## config.mk

```make
export PLATFORM = sky130hd
export DESIGN_NAME = store_post_queue
export DESIGN_NICKNAME = d
export VERILOG_FILES = /design/src/rtl/spq_pkg.sv /design/src/rtl/spq_seg_decode.sv /design/src/rtl/spq_fifo.sv /design/src/rtl/spq_bus_arb.sv /design/src/rtl/store_post_queue.sv
export SDC_FILE = /design/constraint.sdc
export NUM_CORES = 1
export LEC_CHECK = 0
export BUFFER_PORTS_ARGS = -buffer_cell sky130_fd_sc_hd__buf_4
export CORE_ASPECT_RATIO = 0.6
export CORE_UTILIZATION = 50
export DETAILED_ROUTE_END_ITERATION = 8
export GPL_TIMING_DRIVEN = 0
export HOLD_SLACK_MARGIN = 0.12
export PLACE_DENSITY = 0.78
export SYNTH_ARGS = -nofsm -noshare
export SYNTH_HDL_FRONTEND = slang
export SYNTH_SLANG_ARGS = --single-unit
```

## constraint.sdc

```tcl
create_clock -name clk -period 9.77 [get_ports clk]
set_input_delay 0.4885 -clock clk [delete_from_list [all_inputs] [get_ports clk]]
set_output_delay 0.4885 -clock clk [all_outputs]
set_load 0.05 [all_outputs]
```

## src/rtl/spq_pkg.sv

```systemverilog
package spq_pkg;
   typedef enum logic [1:0] {
      SEG_POSTED   = 2'd0,
      SEG_UNCACHED = 2'd1,
      SEG_DIRECT   = 2'd2
   } seg_e;
endpackage

```

## src/rtl/spq_seg_decode.sv

```systemverilog
module spq_seg_decode
   import spq_pkg::*;
(
   input  logic [2:0] top_bits,
   output seg_e       seg
);
   always_comb begin
      unique case (top_bits)
         3'b101:         seg = SEG_UNCACHED;
         3'b110, 3'b111: seg = SEG_DIRECT;
         default:        seg = SEG_POSTED;
      endcase
   end
endmodule

```

## src/rtl/spq_fifo.sv

```systemverilog
module spq_fifo #(
   parameter int AW    = 32,
   parameter int DW    = 32,
   parameter int BW    = 4,
   parameter int DEPTH = 4,
   parameter int OFF   = 2
) (
   input  logic              clk,
   input  logic              rst_n,
   input  logic              push,
   input  logic [AW-1:0]     push_addr,
   input  logic [DW-1:0]     push_data,
   input  logic [BW-1:0]     push_be,
   input  logic              pop,
   output logic [AW-1:0]     head_addr,
   output logic [DW-1:0]     head_data,
   output logic [BW-1:0]     head_be,
   output logic              empty,
   output logic              full,
   input  logic [AW-OFF-1:0] probe_word,
   output logic              probe_hit
);
   localparam int PW = (DEPTH > 1) ? $clog2(DEPTH) : 1;
   localparam int CW = $clog2(DEPTH + 1);

   if (DEPTH < 1) begin : g_bad_depth
      $error("spq_fifo: DEPTH must be at least 1");
   end

   logic [AW-1:0]    ent_a [DEPTH];
   logic [DW-1:0]    ent_d [DEPTH];
   logic [BW-1:0]    ent_b [DEPTH];
   logic [DEPTH-1:0] vld;
   logic [DEPTH-1:0] hit_v;
   logic [PW-1:0]    rd_p, wr_p;
   logic [CW-1:0]    cnt;

   function automatic logic [PW-1:0] bump(input logic [PW-1:0] p);
      return (p == PW'(DEPTH - 1)) ? '0 : p + 1'b1;
   endfunction

   always_ff @(posedge clk) begin
      if (!rst_n) begin
         for (int i = 0; i < DEPTH; i++) begin
            ent_a[i] <= '0;
            ent_d[i] <= '0;
            ent_b[i] <= '0;
         end
         vld  <= '0;
         rd_p <= '0;
         wr_p <= '0;
         cnt  <= '0;
      end else begin
         if (pop) begin
            vld[rd_p] <= 1'b0;
            rd_p      <= bump(rd_p);
         end
         if (push) begin
            ent_a[wr_p] <= push_addr;
            ent_d[wr_p] <= push_data;
            ent_b[wr_p] <= push_be;
            vld[wr_p]   <= 1'b1;
            wr_p        <= bump(wr_p);
         end
         if (push && !pop)      cnt <= cnt + 1'b1;
         else if (pop && !push) cnt <= cnt - 1'b1;
      end
   end

   for (genvar i = 0; i < DEPTH; i++) begin : g_match
      assign hit_v[i] = vld[i] && (ent_a[i][AW-1:OFF] == probe_word);
   end

   assign probe_hit = |hit_v;
   assign empty     = (cnt == '0);
   assign full      = (cnt == CW'(DEPTH));
   assign head_addr = ent_a[rd_p];
   assign head_data = ent_d[rd_p];
   assign head_be   = ent_b[rd_p];

   AST_NO_OVERFLOW: assert property (@(posedge clk) disable iff (!rst_n)
      (push && full) |-> pop);
   AST_NO_UNDERFLOW: assert property (@(posedge clk) disable iff (!rst_n)
      pop |-> !empty);
endmodule

```

## src/rtl/spq_bus_arb.sv

```systemverilog
module spq_bus_arb
   import spq_pkg::*;
(
   input  logic cpu_valid,
   input  logic cpu_write,
   input  seg_e seg,
   input  logic hit,
   input  logic q_empty,
   input  logic q_full,
   input  logic bus_ready,
   output logic sel_cpu,
   output logic bus_valid,
   output logic push,
   output logic pop,
   output logic cpu_ready
);
   logic posted_st, direct_req, blocked;

   always_comb begin
      posted_st  = cpu_valid && cpu_write && (seg == SEG_POSTED);
      direct_req = cpu_valid && !posted_st;
      blocked    = ((seg == SEG_UNCACHED) && !q_empty) || (!cpu_write && hit);
      sel_cpu    = direct_req && !blocked;
      bus_valid  = sel_cpu || !q_empty;
      pop        = !sel_cpu && !q_empty && bus_ready;
      push       = posted_st && (!q_full || pop);
      cpu_ready  = posted_st ? (!q_full || pop) : (sel_cpu && bus_ready);
   end
endmodule

```

## src/rtl/store_post_queue.sv

```systemverilog
module store_post_queue
   import spq_pkg::*;
#(
   parameter int ADDR_W = 32,
   parameter int DATA_W = 32,
   parameter int DEPTH  = 4
) (
   input  logic                clk,
   input  logic                rst_n,
   input  logic                cpu_valid,
   output logic                cpu_ready,
   input  logic                cpu_write,
   input  logic [ADDR_W-1:0]   cpu_addr,
   input  logic [DATA_W-1:0]   cpu_wdata,
   input  logic [DATA_W/8-1:0] cpu_be,
   output logic [DATA_W-1:0]   cpu_rdata,
   output logic                bus_valid,
   input  logic                bus_ready,
   output logic                bus_write,
   output logic [ADDR_W-1:0]   bus_addr,
   output logic [DATA_W-1:0]   bus_wdata,
   output logic [DATA_W/8-1:0] bus_be,
   input  logic [DATA_W-1:0]   bus_rdata,
   output logic                queue_empty
);
   localparam int BW  = DATA_W / 8;
   localparam int OFF = (BW > 1) ? $clog2(BW) : 1;

   if ((DATA_W % 8) != 0 || DATA_W < 16) begin : g_bad_data
      $error("store_post_queue: DATA_W must be a multiple of 8, at least 16");
   end
   if (ADDR_W < OFF + 3) begin : g_bad_addr
      $error("store_post_queue: ADDR_W too small for segment decode");
   end

   seg_e seg;
   logic hit, q_empty, q_full, sel_cpu, push, pop;
   logic [ADDR_W-1:0] head_addr;
   logic [DATA_W-1:0] head_data;
   logic [BW-1:0]     head_be;

   spq_seg_decode u_dec (
      .top_bits (cpu_addr[ADDR_W-1 -: 3]),
      .seg      (seg)
   );

   spq_fifo #(.AW(ADDR_W), .DW(DATA_W), .BW(BW), .DEPTH(DEPTH), .OFF(OFF)) u_fifo (
      .clk        (clk),
      .rst_n      (rst_n),
      .push       (push),
      .push_addr  (cpu_addr),
      .push_data  (cpu_wdata),
      .push_be    (cpu_be),
      .pop        (pop),
      .head_addr  (head_addr),
      .head_data  (head_data),
      .head_be    (head_be),
      .empty      (q_empty),
      .full       (q_full),
      .probe_word (cpu_addr[ADDR_W-1:OFF]),
      .probe_hit  (hit)
   );

   spq_bus_arb u_arb (
      .cpu_valid (cpu_valid),
      .cpu_write (cpu_write),
      .seg       (seg),
      .hit       (hit),
      .q_empty   (q_empty),
      .q_full    (q_full),
      .bus_ready (bus_ready),
      .sel_cpu   (sel_cpu),
      .bus_valid (bus_valid),
      .push      (push),
      .pop       (pop),
      .cpu_ready (cpu_ready)
   );

   assign bus_write   = sel_cpu ? cpu_write : 1'b1;
   assign bus_addr    = sel_cpu ? cpu_addr  : head_addr;
   assign bus_wdata   = sel_cpu ? cpu_wdata : head_data;
   assign bus_be      = sel_cpu ? cpu_be    : head_be;
   assign cpu_rdata   = bus_rdata;
   assign queue_empty = q_empty;

   AST_UNCACHED_DRAINED: assert property (@(posedge clk) disable iff (!rst_n)
      (cpu_valid && cpu_ready && seg == SEG_UNCACHED) |-> queue_empty);
   AST_LOAD_NO_HIT: assert property (@(posedge clk) disable iff (!rst_n)
      (cpu_valid && cpu_ready && !cpu_write) |-> !hit);
   AST_FULL_STALL: assert property (@(posedge clk) disable iff (!rst_n)
      (cpu_valid && cpu_write && seg == SEG_POSTED && q_full && !bus_ready) |-> !cpu_ready);
   AST_BYPASS_NOT_QUEUED: assert property (@(posedge clk) disable iff (!rst_n)
      (cpu_valid && cpu_ready && seg != SEG_POSTED && queue_empty) |=> queue_empty);
endmodule

```

==> flow_summary.toml, run 1 <==
[sta]
max-slew-margin-rel_pct = 29.3
period_share_pct = 45.2
fmax_ghz = 0.226
hold_viol = 0
tightest_slew_ns = 1.06
setup_violations = 0
maxSlewViolCount = 0
final.setup.tns_ns = 0
finalCriticalPeriod_ns = 4.42
fin_worst_skew_ns = 0.0214
rsz0062_at_grt = "no"

[floorplan]
core_area_mm2 = 0.0291
die-area_mm2 = 0.0306
die_x_um = 225
std_cell_rows = 48
die_height_um = 136
io_pins = 209
initial_core_util_pct = 51.4

[power]
pwr-share-seq_pct = 43.5
combPwrFrac_pct = 25.0
power_density_mw_per_mm2 = 187
internal-power_mw = 2.27
switching_share_pct = 30.8
p_sw_mw = 1.01
p_leak_nw = 6.71
clkPwrFrac_pct = 31.4
vdd_ir_drop_max_v = 0.000108

[synthesis]
yosysMostFrequentCell = "edfxtp_1"
synthesis.nets = 1174
post-synth-top-area-cell = "edfxtp_1"
synth.avg_cell_area_um2 = 14.1
synth_commonest_cells = "272 x edfxtp_1, 196 x and2_1, 95 x xnor2_1"
synth_ff_type = "edfxtp_1"
async_reset_ff_share_pct = 0
syn_inst = 1059
yosys_warnings = 0
yosysSeqAreaShare_pct = 56.5
netlist_area_mm2 = 0.0149
synth_edf_count = 272
synth.distinct_cells = 42
yosysTopAreaCellShare_pct = 54.7
netlist_top_cells_area = "edfxtp_1 55%, mux4_2 10%, and2_1 8.2%, xnor2_1 5.6%, mux2_2 4.0%"
synth_seq_cells = 285

[layout]
n_antenna_cell = 0
fin_nets = 1359
fill_cells = 2316
drive_above_1_share_pct = 30.1
syn2layout_area_growth_pct = 17.6
final_util_pct = 60.4

[route]
vias = 9674
drcViolationCount = 0
wl_mm = 41.0
drtAntennaViolNets = 0
firstDrtPassIters = 6
avgViaCountPerCell = 5.81
drt_first_iter_violations = 1192
wl_per_cell_um = 24.6

[placement]
port_buffers = 151
gp_congestion = 0.956
place_hpwl_mm = 28.5

[global_routing]
grt_pass1_wl_mm = 59.6
grt_pass1_vias = 9286
grt_usage_pct = 26.9
antenna_found_initial = 0
grt_overflow = 0
grt_max_degree = 56

[clocking]
clk_transition_reported_paths_ns = 0.06
cts_root_buffer = "clkbuf_16"
htreeDepth = 1
ctsLongestPathBuffers = 3
clock_latency_ns = 0.57
cts.sink_count = 285
numCtsBuffers = 28
cts_setup_buffers = 0
cts_resized = 0
cts_hold_buf = 0
cts_tree = "built"

[setup_path]
worstSetupPathType = "reg -> out"
cp-end-kind = "primary output"
critPathMaxFanout = 10
worstPathRequired_ns = 9.28
critPathLaunchType = "flop"
crit_arrival_ns = 3.93

[min_path]
hold_class = "in -> reg"

[run]
maxCapViolations = 0

[outcome]
status = "finished clean"
==> final timing paths <==
check | start | cells after the start | slack [ns] | to
hold / removal | cpu_wdata[14] | 2 | 0.23 | u_fifo.ent_d[1][14]
setup / recovery | u_fifo.ent_a[3][20] | 10 | 5.35 | bus_be[2]
hold reg to reg | u_fifo.cnt[2] | 2 | 0.54 | u_fifo.cnt[2]
setup reg to reg | u_fifo.ent_a[3][20] | 12 | 6.08 | u_fifo.cnt[2]
==> through the flow <==
stage | hold slack, ns | area [um^2] | cells | setup slack (ns) | total power [mW]
2_1_floorplan | 0.473 | 14900 | 1059 | 6.00 | 2.03
3_3_place_gp | 0.494 | 16600 | 1610 | 3.73 | 2.27
3_5_place_dp | 0.520 | 16700 | 1614 | 5.72 | 2.27
4_1_cts | 0.220 | 17600 | 1665 | 5.52 | 3.29
5_1_grt | 0.224 | 17600 | 1665 | 5.27 | 3.38
6_report | 0.233 | 17600 | 1665 | 5.35 | 3.29
==> state kept, by name, summed over array words and instances, names as in the netlist, named ones only <==
signal,cells
u_fifo.ent_b,16
u_fifo.ent_a,128
u_fifo.cnt,3
u_fifo.vld,4
u_fifo.ent_d,128
u_fifo.wr_p,2
u_fifo.rd_p,2
==> layer usage <==
layer	track usage [%]	vias to the layer above	share of wire, %
li1	-	4228	-
met1	40.8	4887	43
met2	38.3	513	44
met3	8.28	46	12
met4	4.61	0	1.4
met5	0	-	0
==> cells in the final DEF, fill, tap and decap left out, drive strengths merged, types with 6 or more instances in the layout <==
cell,Yosys,final
and3,65,65
clkbuf,70,104
buf,54,209
nor4,21,21
nand2b,7,7
dfxtp,13,13
nor2,7,7
xnor2,95,95
and2,196,196
nand2,16,16
inv,10,10
nand4,23,23
edfxtp,272,272
clkinv,0,16
mux4,68,68
xor2,22,22
ha,9,9
nor2b,6,6
mux2,68,68
==> kinds of logic (layout without fill, tap and decap cells) <==
logic type	count (synthesis)	after routing	share of synthesized area, %
compound gates	18	18	0.997
xor+xnor	117	117	6.86
fa+ha+maj	10	10	0.888
buf+inv	134	340	4.44
flops	285	285	56.5
mux	141	141	15.9
simple gates	354	354	14.4
==> critical path, cell delays in order, from the launching register on <==
cell and delay (ns):
edfxtp_1 0.42, xnor2_1 0.49, nand4_1 0.15, nor4_1 0.58
nand4_1 0.22, a31oi_2 0.32, nor2_1 0.24, buf_6 0.25
buf_6 0.18, mux2_4 0.32, buf_4 0.19
==> final cells by class <==
cell class / instances / area [um^2] / share of cell area, %
plain buffers: 124 / 626 / 3.56
clock buffers: 34 / 744 / 4.24
clock inverters: 17 / 104 / 0.592
inverters: 10 / 37.5 / 0.214
multi-input cells: 640 / 5870 / 33.4
flip-flops and latches: 285 / 8430 / 48.0
well taps: 400 / 500 / 2.85
repair buffers: 155 / 1240 / 7.09
==> power by group through the flow <==
stage | logic, mW | clock network (mW) | registers (mW)
final | 0.823 | 1.03 | 1.43
after global routing | 0.862 | 1.09 | 1.44
after CTS | 0.822 | 1.04 | 1.43
after detailed placement | 0.819 | 0 | 1.46
after global placement | 0.807 | 0 | 1.46
after floorplan | 0.580 | 0 | 1.45
(Power assumes the default switching activity.)
==> inputs of run 2 (changes only) <==
--- a/config.mk
+++ b/config.mk
@@ -11,7 +11,7 @@
 export DETAILED_ROUTE_END_ITERATION = 8
 export GPL_TIMING_DRIVEN = 0
 export HOLD_SLACK_MARGIN = 0.12
-export PLACE_DENSITY = 0.78
+export PLACE_DENSITY = 0.81
 export SYNTH_ARGS = -nofsm -noshare
 export SYNTH_HDL_FRONTEND = slang
 export SYNTH_SLANG_ARGS = --single-unit
==> constraint.sdc (replaced) <==
create_clock -name clk -period 3.6 [get_ports clk]
set_input_delay 0.18 -clock clk [delete_from_list [all_inputs] [get_ports clk]]
set_output_delay 0.18 -clock clk [all_outputs]
set_load 0.05 [all_outputs]
==> run 2 against run 1 <==
  * The flow now finishes with violations (negative setup slack)
  * Sequential share of layout area shrank 1.8 points
  * Die area is the same
  * Clock skew shrank 0.0026 ns
  * Register-to-register slack lost 6.0 ns
  * Non-clock buffer count grew 55
  * Wire length shrank 0.49%
  * Clock power grew to 2.7 times the previous value
  * Via count grew 1.8%
  * Critical path type unchanged
  * Largest power group unchanged
  * Highest routed layer unchanged
==> flow_summary.toml, run 2 (synthesis gave the netlist of run 1 again) <==
[route]
vias = 9852
drtAntennaViolNets = 0
wl_met2_mm = 17.8
firstDrtPassIters = 5
wl_mm = 40.8
met1Wirelength_mm = 17.3
avgViaCountPerCell = 5.73
top_layer_used = "met4"
drt_first_iter_violations = 1191
drcViolationCount = 0
wl_per_cell_um = 23.7
wl_met3_mm = 5.10

[global_routing]
grt_max_degree = 53
antenna_found_initial = 0
grt_pass1_vias = 9411
grt_pass1_wl_mm = 59.1
grt_overflow = 0
grt_usage_pct = 26.6

[floorplan]
io_pins = 209
die_x_um = 225
core_area_mm2 = 0.0291
std_cell_rows = 48
initial_core_util_pct = 51.4
die_height_um = 136
die-area_mm2 = 0.0306

[placement]
place_hpwl_mm = 28.3
gp_congestion = 1.00
dp.cells = 1614
port_buffers = 151
placed_area_mm2 = 0.0167

[outcome]
violations = "negative setup slack"
status = "complete, but fails checks"

[clocking]
cts.sink_count = 285
cts_root_buffer = "clkbuf_16"
htreeDepth = 1
ctsLongestPathBuffers = 3
cts_tree = "built"
clk_transition_reported_paths_ns = 0.06
numCtsBuffers = 27
clock_latency_ns = 0.57

[setup_path]
crit_top_cell = "buf_6"
critical_path.max_stage_delay_ns = 0.47
crit_path_cell_trace = "xnor2_4 -> nand4_1 -> nor4_2 -> a22oi_1 -> a31oi_4 -> nor2_2 -> buf_6 -> buf_6 -> mux2_4 -> buf_4"
worst-path-buf-inv = 3
worstPathRequired_ns = 3.42
worstSetupPathType = "reg -> out"
critPathLaunchType = "flop"
cp-end-kind = "primary output"
critPathMaxFanout = 10
crit_family = "simple AND/OR/NAND/NOR gates"
cpMaxStageDelayCell = "edfxtp_1"
crit_arrival_ns = 3.47

[layout]
n_antenna_cell = 0
layout_commonest_cell = "edfxtp_1"
design_area_mm2 = 0.0183
largestRegisters = "u_fifo.ent_a (128), u_fifo.ent_d (128), u_fifo.ent_b (16)"
fin_nets = 1413
drive_above_1_share_pct = 30.7
syn2layout_area_growth_pct = 22.3
instances_no_fill = 1719
final_cell_mix = "272 x edfxtp_1, 196 x and2_1, 184 x buf_4, 86 x xnor2_1, 77 x clkbuf_1"

[sta]
setup_violations = 14
tightest_slew_ns = 1.06
fmax_ghz = 0.274
finalCriticalPeriod_ns = 3.65
fin_worst_skew_ns = 0.0188
hold_viol = 0
hold_ws_ns = 0.159
period_share_pct = 101
rsz0062_at_grt = "yes"
max-slew-margin-rel_pct = 29.5
fin_ws_ns = -0.0476
maxSlewViolCount = 0

[run]
maxCapViolations = 0

[power]
vdd_ir_drop_max_v = 0.000269
power_density_mw_per_mm2 = 494
p_leak_nw = 7.00

[min_path]
hold_class = "in -> reg"
run 2: cell count changes in the layout (fill, tap and decap cells not counted), sizes merged:
| cell | before | now |
|---|---|---|
| bufinv | 1 | 2 |
| clkinv | 16 | 9 |
| clkinvlp | 0 | 1 |
| inv | 10 | 11 |
| buf | 209 | 207 |
| dlygate4sd3 | 0 | 54 |
| clkbuf | 104 | 110 |
run 2: tightest hold or removal path: stages:
cell	delay, ns
buf_4	0.13
nand2_1	0.17
nor4_1	0.07
run 2: path summary, 6_finish.rpt:
kind | slack [ns] | to | depth (start not counted) | from
worst max-delay path | -0.05 | bus_be[0] | 10 | u_fifo.ent_a[2][23]
worst min-delay path | 0.16 | u_fifo.ent_a[0][23] | 3 | rst_n
worst max register to register | 0.04 | u_fifo.cnt[2] | 12 | u_fifo.ent_a[2][23]
worst min register to register | 0.53 | u_fifo.cnt[2] | 2 | u_fifo.cnt[2]
run 2: repair_timing:
item	4_1_cts	5_1_grt
setup buffers	0	1
endpoints found under the hold margin	211	0
endpoints found under the setup margin	69	70
resized for setup	12	13
pin swaps	1	1
hold buffers	54	0
run 2: final cells by class:
class / count / area, um^2
clock buffers: 37 / 723
multi-input cells: 640 / 6020
fillers: 2203 / 10800
flip-flops and latches: 285 / 8430
inverters: 10 / 37.5
clock inverters: 13 / 123
repair buffers: 210 / 1780
well taps: 400 / 500
plain buffers: 124 / 636
run 2: per-stage QoR:
step                setup slack (ns)  util, %  TNS (ns)  power (mW)
detailed placement            0.0209     57.5         0        6.17
global route                 -0.0791     62.8     -1.57        9.25
CTS                         -0.00518     62.5  -0.00518        9.00
global placement               -1.99     57.0   -500.51        6.15
finish                       -0.0476     62.8    -0.259        9.01
floorplan                      0.135        -         0        5.51
run 2: power breakdown:
group / total [mW] / switching [mW] / internal [mW]
Combinational: 2.30 / 1.41 / 0.893
Clock: 2.82 / 1.27 / 1.55
Sequential: 3.89 / 0.0943 / 3.79
Total: 9.01 / 2.77 / 6.24
run 2: metal layers:
metal	vias up	global-route usage, %
met2	544	38.7
met4	0	4.65
met5	-	0
met3	50	9.98
met1	4936	38.5
li1	4322	-
==> inputs of run 3 (changes only) <==
--- a/config.mk
+++ b/config.mk
@@ -11,7 +11,7 @@
 export DETAILED_ROUTE_END_ITERATION = 8
 export GPL_TIMING_DRIVEN = 0
 export HOLD_SLACK_MARGIN = 0.12
-export PLACE_DENSITY = 0.81
+export PLACE_DENSITY = 0.8
 export SYNTH_ARGS = -nofsm -noshare
 export SYNTH_HDL_FRONTEND = slang
 export SYNTH_SLANG_ARGS = --single-unit
==> run 3 against run 2 <==
  * The flow now finishes without violations
  * Cell count is 0.23% lower
  * Sequential share of layout area increased by 0.14 points
  * Die area unchanged
==> flow_summary.toml, run 3 (synthesis gave the netlist of run 1 again) <==
[setup_path]
critPathLaunchType = "flop"
worstPathRequired_ns = 3.42
cp-end-kind = "primary output"
crit_arrival_ns = 3.41
cpMaxStageDelayCell = "nor4_1"
crit_top_cell = "buf_6"
critPathMaxFanout = 10
worstSetupPathType = "reg -> out"
rrSetupSlack_ns = 0.03
crit_path_cell_trace = "xnor2_1 -> nand4_1 -> nor4_1 -> nand4b_1 -> a31oi_2 -> nor2_2 -> buf_6 -> buf_6 -> mux2_4 -> buf_4"
critical_path.max_stage_delay_ns = 0.48

[floorplan]
die_height_um = 136
die-area_mm2 = 0.0306
initial_core_util_pct = 51.4
io_pins = 209
core_area_mm2 = 0.0291
die_x_um = 225
std_cell_rows = 48

[power]
p_leak_nw = 7.00
vdd_ir_drop_max_v = 0.000303
power_density_mw_per_mm2 = 497

[sta]
final.setup.tns_ns = 0
tightest_slew_ns = 1.06
fmax_ghz = 0.278
max-slew-margin-rel_pct = 29.6
finalCriticalPeriod_ns = 3.59
setup_violations = 0
hold_ws_ns = 0.151
hold_viol = 0
fin_worst_skew_ns = 0.00879
maxSlewViolCount = 0
period_share_pct = 99.8
rsz0062_at_grt = "yes"

[route]
drtAntennaViolNets = 0
firstDrtPassIters = 5
drt_first_iter_violations = 978
avgViaCountPerCell = 5.74
wl_mm = 41.1
drcViolationCount = 0
vias = 9841
wl_per_cell_um = 24.0

[layout]
n_antenna_cell = 0
design_area_mm2 = 0.0182
instances_no_fill = 1715
syn2layout_area_growth_pct = 21.9
layout_commonest_cell = "edfxtp_1"
drive_above_1_share_pct = 30.7
largestRegisters = "u_fifo.ent_a (128), u_fifo.ent_d (128), u_fifo.ent_b (16)"
fin_nets = 1411
final_cell_mix = "272 x edfxtp_1, 196 x and2_1, 184 x buf_4, 86 x xnor2_1, 69 x clkbuf_1"

[placement]
placed_area_mm2 = 0.0167
place_hpwl_mm = 28.5
dp.cells = 1614
gp_congestion = 0.984
port_buffers = 151

[outcome]
status = "finished clean"

[clocking]
cts_root_buffer = "clkbuf_16"
ctsLongestPathBuffers = 3
clock_latency_ns = 0.53
numCtsBuffers = 27
clk_transition_reported_paths_ns = 0.06
cts_tree = "built"
cts.sink_count = 285
htreeDepth = 1

[global_routing]
grt_pass1_vias = 9520
grt_overflow = 0
grt_usage_pct = 26.7
grt_pass1_wl_mm = 59.9
antenna_found_initial = 1
grt_max_degree = 48

[min_path]
hold_class = "in -> reg"

[run]
maxCapViolations = 0
run 3: where the power goes:
group,internal [mW],total (mW),leakage (nW),switching (mW)
registers,3.79,3.89,2.92,0.0961
logic,0.892,2.30,3.66,1.41
clock network,1.58,2.85,0.417,1.26
total,6.27,9.04,7.00,2.77
run 3: timing repair:
| action | in CTS | in global routing |
|---|---|---|
| setup endpoints to repair | 66 | 51 |
| hold buffers | 52 | 0 |
| hold endpoints to repair | 198 | 0 |
| pin swaps | 0 | 4 |
| buffers inserted | 0 | 1 |
| gates resized for setup | 9 | 11 |
run 3: worst max-delay path, delay by kind of cell, from the launching register on:
family	cells	cell delay, ns
AND/OR/NAND/NOR	4	0.94
buffers and inverters	3	0.60
flip-flops	1	0.42
XOR/XNOR	1	0.36
multiplexers	1	0.34
AO/OA/AOI/OAI	1	0.24
run 3: final timing paths:
path / depth (start not counted) / end / from
worst max-delay path: 10 / bus_be[0] / u_fifo.ent_a[0][6]
worst min-delay path: 2 / u_fifo.ent_a[1][2] / cpu_addr[2]
worst max register to register: 12 / u_fifo.cnt[2] / u_fifo.ent_a[1][14]
worst min register to register: 2 / flop / u_fifo.rd_p[1]
run 3: stage by stage:
step	power, mW	utilization, %	worst slack [ns]
CTS	9.01	62.4	0.0247
finish	9.04	62.6	0.00792
global placement	6.15	57.0	-2.06
global route	9.27	62.6	-0.0385
detailed placement	6.18	57.5	0.00245
floorplan	5.51	-	0.135
run 3: layout make-up:
cell class	count	area (um^2)
fillers	2228	10900
multi-input cells	640	5980
clock buffers	29	683
inverters	10	37.5
flip-flops and latches	285	8430
plain buffers	124	629
clock inverters	19	171
well taps	400	500
repair buffers	208	1770
run 3: layer usage:
metal	track usage, %	wire, um	share of wire, %
met1	39.4	17600	43
met2	38.4	17800	43
met3	9.42	5040	12
met4	4.69	641	1.6
met5	0	0	0
